## src/rtl/acq_pkg.sv

```systemverilog
package acq_pkg;

    localparam int HDR_TS_W  = 24;
    localparam int HDR_CNT_W = 16;

    typedef enum logic [2:0] {
        ST_IDLE,
        ST_ACQ,
        ST_STOP,
        ST_READ,
        ST_RESTART
    } acq_state_e;

    typedef struct packed {
        logic [HDR_TS_W-1:0]  ts;
        logic [HDR_CNT_W-1:0] cnt;
    } acq_hdr_t;

    function automatic logic [HDR_TS_W-1:0] ts_sat_inc(input logic [HDR_TS_W-1:0] v);
        return (v == {HDR_TS_W{1'b1}}) ? v : v + 1'b1;
    endfunction

endpackage

```

## src/rtl/acq_occupancy.sv

```systemverilog
module acq_occupancy #(
    parameter int N_CHIPS   = 18,
    parameter int EVT_DEPTH = 128
) (
    input  logic               clk,
    input  logic               rst,
    input  logic               count_en,
    input  logic [N_CHIPS-1:0] chip_trig,
    input  logic [N_CHIPS-1:0] clr,
    output logic [N_CHIPS-1:0] full
);
    localparam int DEPTH_W = $clog2(EVT_DEPTH + 1);
    localparam logic [DEPTH_W-1:0] DEPTH_V = DEPTH_W'(EVT_DEPTH);

    for (genvar g = 0; g < N_CHIPS; g++) begin : g_chip
        logic [DEPTH_W-1:0] occ;

        always_ff @(posedge clk) begin
            if (rst || clr[g]) begin
                occ <= '0;
            end else if (count_en && chip_trig[g] && occ != DEPTH_V) begin
                occ <= occ + 1'b1;
            end
        end

        assign full[g] = (occ == DEPTH_V);
    end

endmodule

```

## src/rtl/acq_timestamp.sv

```systemverilog
module acq_timestamp
    import acq_pkg::*;
(
    input  logic                clk,
    input  logic                rst,
    input  logic                run,
    input  logic                hit,
    input  logic                capture,
    output logic [HDR_TS_W-1:0] ts_cap
);
    logic [HDR_TS_W-1:0] ts_cnt;

    always_ff @(posedge clk) begin
        if (rst || !run || hit) begin
            ts_cnt <= '0;
        end else begin
            ts_cnt <= ts_sat_inc(ts_cnt);
        end
    end

    always_ff @(posedge clk) begin
        if (rst) begin
            ts_cap <= '0;
        end else if (capture) begin
            ts_cap <= ts_cnt;
        end
    end

endmodule

```

## src/rtl/acq_sat_counter.sv

```systemverilog
module acq_sat_counter #(
    parameter int WIDTH = 16
) (
    input  logic             clk,
    input  logic             rst,
    input  logic             inc,
    output logic [WIDTH-1:0] count
);
    always_ff @(posedge clk) begin
        if (rst) begin
            count <= '0;
        end else if (inc && count != {WIDTH{1'b1}}) begin
            count <= count + 1'b1;
        end
    end

endmodule

```

## src/rtl/trig_acq_ctrl.sv

```systemverilog
module trig_acq_ctrl
    import acq_pkg::*;
#(
    parameter int N_CHIPS        = 18,
    parameter int EVT_DEPTH      = 128,
    parameter int READ_CYCLES    = 160,
    parameter int RESTART_CYCLES = 8,
    localparam int CHIP_W        = (N_CHIPS > 1) ? $clog2(N_CHIPS) : 1
) (
    input  logic                 clk,
    input  logic                 rst,
    input  logic                 run_en,
    input  logic                 mode_burst,
    input  logic                 ext_trig,
    input  logic [N_CHIPS-1:0]   chip_trig,
    output logic                 acq_on,
    output logic [N_CHIPS-1:0]   bcid_rst,
    output logic                 hdr_valid,
    output logic [HDR_TS_W-1:0]  hdr_ts,
    output logic [HDR_CNT_W-1:0] hdr_cnt,
    output logic                 rd_active,
    output logic [CHIP_W-1:0]    rd_chip,
    output logic [HDR_CNT_W-1:0] rej_count
);
    localparam int CYC_W = (READ_CYCLES > 1) ? $clog2(READ_CYCLES) : 1;
    localparam int RS_W  = (RESTART_CYCLES > 1) ? $clog2(RESTART_CYCLES) : 1;
    localparam logic [CYC_W-1:0]  CYC_LAST  = CYC_W'(READ_CYCLES - 1);
    localparam logic [RS_W-1:0]   RS_LAST   = RS_W'(RESTART_CYCLES - 1);
    localparam logic [CHIP_W-1:0] CHIP_LAST = CHIP_W'(N_CHIPS - 1);

    acq_state_e          st;
    logic [CHIP_W-1:0]   chip_idx;
    logic [CYC_W-1:0]    bit_cyc;
    logic [RS_W-1:0]     rs_cyc;
    logic [HDR_CNT_W-1:0] trig_cnt;
    logic                bcid_q;

    logic [N_CHIPS-1:0]  full;
    logic [N_CHIPS-1:0]  clr;
    logic                any_full;
    logic                stop_cond;
    logic                go_stop;
    logic                chip_done;
    logic                rej_inc;
    logic [HDR_TS_W-1:0] ts_cap;
    acq_hdr_t            hdr;

    // Stop source depends on mode: external trigger or any full chip memory
    assign any_full  = |full;
    assign stop_cond = mode_burst ? any_full : ext_trig;
    assign go_stop   = (st == ST_ACQ) && run_en && stop_cond;
    assign chip_done = (st == ST_READ) && (bit_cyc == CYC_LAST);

    // Refused triggers: single-event mode, outside acquisition of an active cycle
    assign rej_inc = !mode_burst && ext_trig &&
                     ((st == ST_STOP) || (st == ST_READ) || (st == ST_RESTART));

    for (genvar g = 0; g < N_CHIPS; g++) begin : g_clr
        assign clr[g] = chip_done && (chip_idx == CHIP_W'(g));
    end

    acq_occupancy #(
        .N_CHIPS   (N_CHIPS),
        .EVT_DEPTH (EVT_DEPTH)
    ) u_occ (
        .clk       (clk),
        .rst       (rst),
        .count_en  (st == ST_ACQ),
        .chip_trig (chip_trig),
        .clr       (clr),
        .full      (full)
    );

    acq_timestamp u_ts (
        .clk     (clk),
        .rst     (rst),
        .run     (st == ST_ACQ),
        .hit     (|chip_trig),
        .capture (go_stop),
        .ts_cap  (ts_cap)
    );

    acq_sat_counter #(
        .WIDTH (HDR_CNT_W)
    ) u_rej (
        .clk   (clk),
        .rst   (rst),
        .inc   (rej_inc),
        .count (rej_count)
    );

    always_ff @(posedge clk) begin
        if (rst) begin
            st       <= ST_IDLE;
            chip_idx <= '0;
            bit_cyc  <= '0;
            rs_cyc   <= '0;
            trig_cnt <= '0;
            bcid_q   <= 1'b0;
        end else begin
            // Counter clear only when a run starts, never on a restart
            bcid_q <= (st == ST_IDLE) && run_en;
            unique case (st)
                ST_IDLE: begin
                    if (run_en) st <= ST_ACQ;
                end
                ST_ACQ: begin
                    if (!run_en) begin
                        st <= ST_IDLE;
                    end else if (stop_cond) begin
                        st       <= ST_STOP;
                        trig_cnt <= trig_cnt + 1'b1;
                    end
                end
                ST_STOP: begin
                    st       <= ST_READ;
                    chip_idx <= '0;
                    bit_cyc  <= '0;
                end
                ST_READ: begin
                    if (bit_cyc == CYC_LAST) begin
                        bit_cyc <= '0;
                        if (chip_idx == CHIP_LAST) begin
                            st     <= ST_RESTART;
                            rs_cyc <= '0;
                        end else begin
                            chip_idx <= chip_idx + 1'b1;
                        end
                    end else begin
                        bit_cyc <= bit_cyc + 1'b1;
                    end
                end
                ST_RESTART: begin
                    if (rs_cyc == RS_LAST) begin
                        st <= run_en ? ST_ACQ : ST_IDLE;
                    end else begin
                        rs_cyc <= rs_cyc + 1'b1;
                    end
                end
                default: st <= ST_IDLE;
            endcase
        end
    end

    assign hdr.ts  = ts_cap;
    assign hdr.cnt = trig_cnt;

    assign acq_on    = (st == ST_ACQ);
    assign rd_active = (st == ST_READ);
    assign rd_chip   = chip_idx;
    assign hdr_valid = (st == ST_STOP);
    assign hdr_ts    = hdr.ts;
    assign hdr_cnt   = hdr.cnt;
    assign bcid_rst  = {N_CHIPS{bcid_q}};

endmodule

```

## config.mk

```make
export PLATFORM = sky130hd
export DESIGN_NAME = trig_acq_ctrl
export DESIGN_NICKNAME = d
export VERILOG_FILES = /design/src/rtl/acq_pkg.sv /design/src/rtl/acq_occupancy.sv /design/src/rtl/acq_timestamp.sv /design/src/rtl/acq_sat_counter.sv /design/src/rtl/trig_acq_ctrl.sv
export SDC_FILE = /design/constraint.sdc
export NUM_CORES = 1
export LEC_CHECK = 0
export BUFFER_PORTS_ARGS = -buffer_cell sky130_fd_sc_hd__buf_2
export CELL_PAD_IN_SITES_DETAIL_PLACEMENT = 0
export CELL_PAD_IN_SITES_GLOBAL_PLACEMENT = 1
export CORE_ASPECT_RATIO = 0.8
export CORE_UTILIZATION = 40
export DETAILED_ROUTE_END_ITERATION = 10
export GPL_ROUTABILITY_DRIVEN = 0
export GPL_TIMING_DRIVEN = 0
export PLACE_DENSITY_LB_ADDON = 0.05
export SYNTH_ARGS = -nofsm -noshare
export SYNTH_HDL_FRONTEND = slang
export SYNTH_SLANG_ARGS = --single-unit
```

## constraint.sdc

```tcl
create_clock -name clk -period 2.65 [get_ports clk]
set_clock_uncertainty 0.05 [all_clocks]
set_input_delay 0.1325 -clock clk [delete_from_list [all_inputs] [get_ports clk]]
set_output_delay 0.1325 -clock clk [all_outputs]
set_load 0.01 [all_outputs]
```

# Word level (Yosys, flattened, before mapping)
# Index checks and enable logic that the tools add are counted.
# op_classes
eq_ne	68
n_addsub	24
reduce_logical	95
mux	18
# op_table
op	count
8-bit by 1-bit adder with 8-bit output (second input constant)	19
8-bit == test (second input constant)	19
8-bit != test (second input constant)	18
1-bit logical AND	61
5-bit by 4-bit == test with 1-bit output (second input constant)	8
18-bit OR reduction	2
16-bit by 1-bit adder with 16-bit output (second input constant)	2
3-bit 2-to-1 mux	9
24-bit by 1-bit adder with 24-bit output (second input constant)	1
24-bit == test (second input constant)	1
1-bit logical OR	22
5-bit by 3-bit == test with 1-bit output (second input constant)	4
16-bit != test (second input constant)	1
8-bit one-hot mux with 2 select lines	1
3-bit one-hot mux with 5 select lines	1
5-bit by 2-bit == test with 1-bit output (second input constant)	2
5-bit == test (second input constant)	2
5-bit 2-to-1 mux	2
5-bit one-hot mux with 2 select lines	1
8-bit 2-to-1 mux	1
3-bit by 2-bit == test with 1-bit output (second input constant)	2
3-bit == test (second input constant)	2
2-bit by 1-bit != test with 1-bit output (second input constant)	3
2-bit != test (second input constant)	3
14 further kinds	18
# totals
register_bits	244
elab_cells	232
in_bits	23
out_inout_bits	82

# Logic depth before layout (Yosys ltp)
# logic_depth
depth_word	6
mapped_depth	11
mapped_depth_nobuf	8

# By module
# From an unflattened synthesis, not the netlist that was laid out.
# unflattened
hier_cells	1549
hier_area_um2	13048.8
# by_module_without_submodules
mod	instances	seq_area_each_um2	area_each_um2	cells_each
acq_occupancy	1	2882.8	7562.3	929
trig_acq_ctrl	1	720.7	2595.0	306
acq_timestamp	1	960.9	2043.2	215
acq_sat_counter	1	320.3	848.3	99

# Worst setup path before layout
# OpenSTA, ideal clock, no wires.
# synth_path
path_kind	register -> register
startpoint	register st[1]
endpoint	register trig_cnt[13], in the netlist hdr_cnt[13]
period_less_slack_ns	2.317
t_arrival_ns	2.146
setup_ns	0.121
n_path_buf	3
stages_incl_launch_ff	10
path_slack_ns	0.333
required_time_ns	2.479
path_cell_list	dfxtp_1 > buf_6 > or3b_1 > buf_6 > inv_6 > buf_8 > o211ai_4 > or4_1 > a21oi_2 > mux2_2
# synth_via
elab_chain_cells	2
# synth_lines
element	line_no	text
from (decl)	trig_acq_ctrl.sv:31	acq_state_e st;
from (signal assigned)	trig_acq_ctrl.sv:135	st <= run_en ? ST_ACQ : ST_IDLE;
3-bit by 1-bit == test with 1-bit output	trig_acq_ctrl.sv:103	unique case (st)
3-bit AND reduction (no line)	-	
to (signal assigned)	trig_acq_ctrl.sv:112	trig_cnt <= trig_cnt + 1'b1;
to (decl)	trig_acq_ctrl.sv:35	logic [HDR_CNT_W-1:0] trig_cnt;
# No other way between the ends.
# A chain may end at the register's enable or synchronous reset.

# Worst setup path after layout
# layout_path
startpoint	register u_occ.g_chip[15].occ[0]
endpoint	register trig_cnt[8], in the netlist hdr_cnt[8]
# layout_via
elab_chain_cells	4
# layout_lines
element	line_no	text
from (decl)	acq_occupancy.sv:16	logic [DEPTH_W-1:0] occ;
from (signal assigned)	acq_occupancy.sv:22	occ <= occ + 1'b1;
8-bit == test	acq_occupancy.sv:26	assign full[g] = (occ == DEPTH_V);
18-bit OR reduction	trig_acq_ctrl.sv:49	assign any_full = |full;
1-bit 2-to-1 mux	trig_acq_ctrl.sv:50	assign stop_cond = mode_burst ? any_full : ext_trig;
3-bit AND reduction (no line)	-	
# No other way between the ends.

==> reports/metrics.yaml <==
dp_hpwl_um: 21100
ir_drop_mv: 0.451
synth_top_area_share_pct: 41.0
ff2ff_setup_slack_ns: 0.10
pin_count: 105
placed_cells_incl_taps: 1868
antenna_cells: 0
synthCells: 1388
synth_top_area_cell: "dfxtp_1"
yosys_warnings: 0
grt_pass1_vias: 8919
final_layout_size_suffix_gt1_share_pct: 15.5
wl_per_cell_um: 14.8
yosysUniqueCellTypes: 65
synth_edf_count: 0
synthesis.area_um2: 11900
p_leak_nw: 5.39
grt_max_degree: 19
slew-limit-headroom_pct: 49.3
timing.rr.start: "u_occ.g_chip[15].occ[0]"
routed_wl_um: 28400
tightest_slew_ns: 0.753
grtUsageTotal_pct: 18.9
hold_viol_final: 0
yosysMostFrequentCell: "nor2_1"
route.met2.wl_um: 11600
num-nets-final: 1595
status: "completed"
dr.max_layer_used: "met4"
fp.dieArea_um2: 30500
maxSlewViolCount: 0
min_period_ns: 2.55
hold_ws_ns: 0.0374
die_h_um: 156
vias: 9600
firstDrtPassIters: 5
synthToLayoutAreaGrowth_pct: 17.2
netlist_top_cells_count: "261 x nor2_1, 244 x dfxtp_1, 137 x nand2_1"
start_kind: "flip-flop"
ctsHtreeMaxLevel: 1
ys_ff_latch: 244
finalSetupViolCount: 0
clkTransAtPathRegs_ns: 0.06
ys_async_sr_fraction_pct: 0
layoutNonFillerInstCount: 1922
synthTopCellsByArea: "dfxtp_1 41%, nor2_1 8.2%, xor2_1 6.9%"
worstHoldStart: "chip_trig[12]"
core_area_um2: 29300
synth_area_per_cell_um2: 8.59
rsz0062_at_grt: "yes"
powerDensity_nw_per_um2: 592
finalCritPeriodShare_pct: 96.1
syn_nets: 1458
synth_flop_cell: "dfxtp_1"
maxCapViolations: 0
gr-total-overflow: 0
crit_fanout: 5
wl_met3_um: 995
antenna_found_initial: 0
ys_seq_area_share_pct: 41.0
drt_iter0_markers: 397
grt_pass1_wl_um: 46700
met1_length_um: 15400
die_w_um: 195
cts_buffer_depth: 3
clockRootBuffer: "clkbuf_16"
cts_inserted_buffers: 28
hold_path_class: "in2reg"
reg2reg_to: "hdr_cnt[8]"
fmax_ghz: 0.393
ant_nets: 0
reg2reg_depth: 9
critPathCaptureType: "flip-flop"
worst_ep_arrival_time_ns: 2.93
hold_end: "u_occ.g_chip[12].occ[0]"
hold_depth: 5
io_buffers: 103
drcViolationCount: 0
worstPathRequired_ns: 3.04
start_util_pct: 40.7
cts_tree: "yes"
cts_num_sinks: 244
dpl-instance-area_um2: 12900
worstSetupPathType: "reg2reg"
via_per_inst: 4.99
rows: 56
final_area_um2: 14000
clock_latency_ns: 0.55
## worst max path at each step
stage,slack [ns],startpoint,endpoint
3_5_place_dp,-0.18,u_occ.g_chip[2].occ[0],hdr_cnt[14]
2_1_floorplan,0.33,st[1],hdr_cnt[13]
6_report,0.10,u_occ.g_chip[15].occ[0],hdr_cnt[8]
3_3_place_gp,-0.18,u_occ.g_chip[2].occ[0],hdr_cnt[15]
4_1_cts,-0.02,st[1],u_occ.g_chip[16].occ[6]
5_1_grt,-0.03,u_occ.g_chip[3].occ[1],hdr_cnt[7]
## critical path: stages (launching register included)
cell and delay, ns:
dfxtp_2 0.34, inv_1 0.06, ha_1 0.13, nor4b_1 0.23
nand3_1 0.20, nand4_1 0.31, nor4_4 0.10, buf_4 0.17
a2111oi_0 0.47, mux2_2 0.38
## registers in the layout, summed over array words and instances, names as in the netlist, 3 cells and up
| register | flops |
|---|---|
| bit_cyc | 8 |
| hdr_cnt | 16 |
| rd_chip | 5 |
| rs_cyc | 3 |
| st | 3 |
| u_occ.g_chip.occ | 144 |
| u_rej.count | 16 |
| u_ts.ts_cap | 24 |
| u_ts.ts_cnt | 24 |
## where the power goes
part	leakage, nW	switching [W]	internal [W]
Clock	0.454	0.00153	0.00233
Sequential	1.97	0.0000697	0.00372
Combinational	2.96	0.000367	0.000255
Total	5.39	0.00197	0.00630
## cell families after synthesis
group,synth area share [%]
compound gates,6.36
fa+ha+maj,4.93
mux,4.68
xor+xnor,11.3
buf+inv,4.59
flops,41.0
simple gates,27.1
## final cells by class
| cell class | count | area, um^2 |
|---|---|---|
| Fill cell | 2945 | 15300 |
| Timing Repair Buffer | 108 | 563 |
| Inverter | 53 | 204 |
| Clock inverter | 8 | 90.1 |
| Clock buffer | 42 | 825 |
| Buffer | 59 | 335 |
| Tap cell | 377 | 472 |
| Multi-Input combinational cell | 1031 | 6590 |
| Sequential cell | 244 | 4890 |
## per-layer routing
layer | global-route usage [%] | vias up
met5 | 0 | -
met4 | 3.79 | 0
met3 | 3.08 | 33
met2 | 28.2 | 125
met1 | 28.3 | 4465
li1 | - | 4977
## cells in the final DEF (no fill, tap or decap), drive strengths merged, types with 53 or more instances in the layout
| master | instances |
|---|---|
| nand2 | 137 |
| nor2 | 261 |
| dfxtp | 244 |
| nand3 | 64 |
| xor2 | 94 |
| nand4 | 60 |
| clkbuf | 69 |
| xnor2 | 60 |
| inv | 53 |
| buf | 136 |
## metrics by stage
step / worst slack, ns / util (%) / TNS [ns] / power (W)
floorplan: 0.333 / - / 0 / 0.00428
global placement: -0.184 / 44.1 / -5.43 / 0.00449
detailed placement: -0.176 / 44.1 / -5.48 / 0.00450
CTS: -0.0193 / 47.4 / -0.232 / 0.00841
global route: -0.0338 / 47.7 / -0.0744 / 0.00864
finish: 0.103 / 47.7 / 0 / 0.00827
## timing repair
item,4_1_cts,5_1_grt
hold buffers,4,0
gates resized for setup,2,34
endpoints found under the hold margin,5,0
setup endpoints to repair,79,172
setup buffers,0,1
pin swaps,0,3
(Power assumes the default switching activity.)
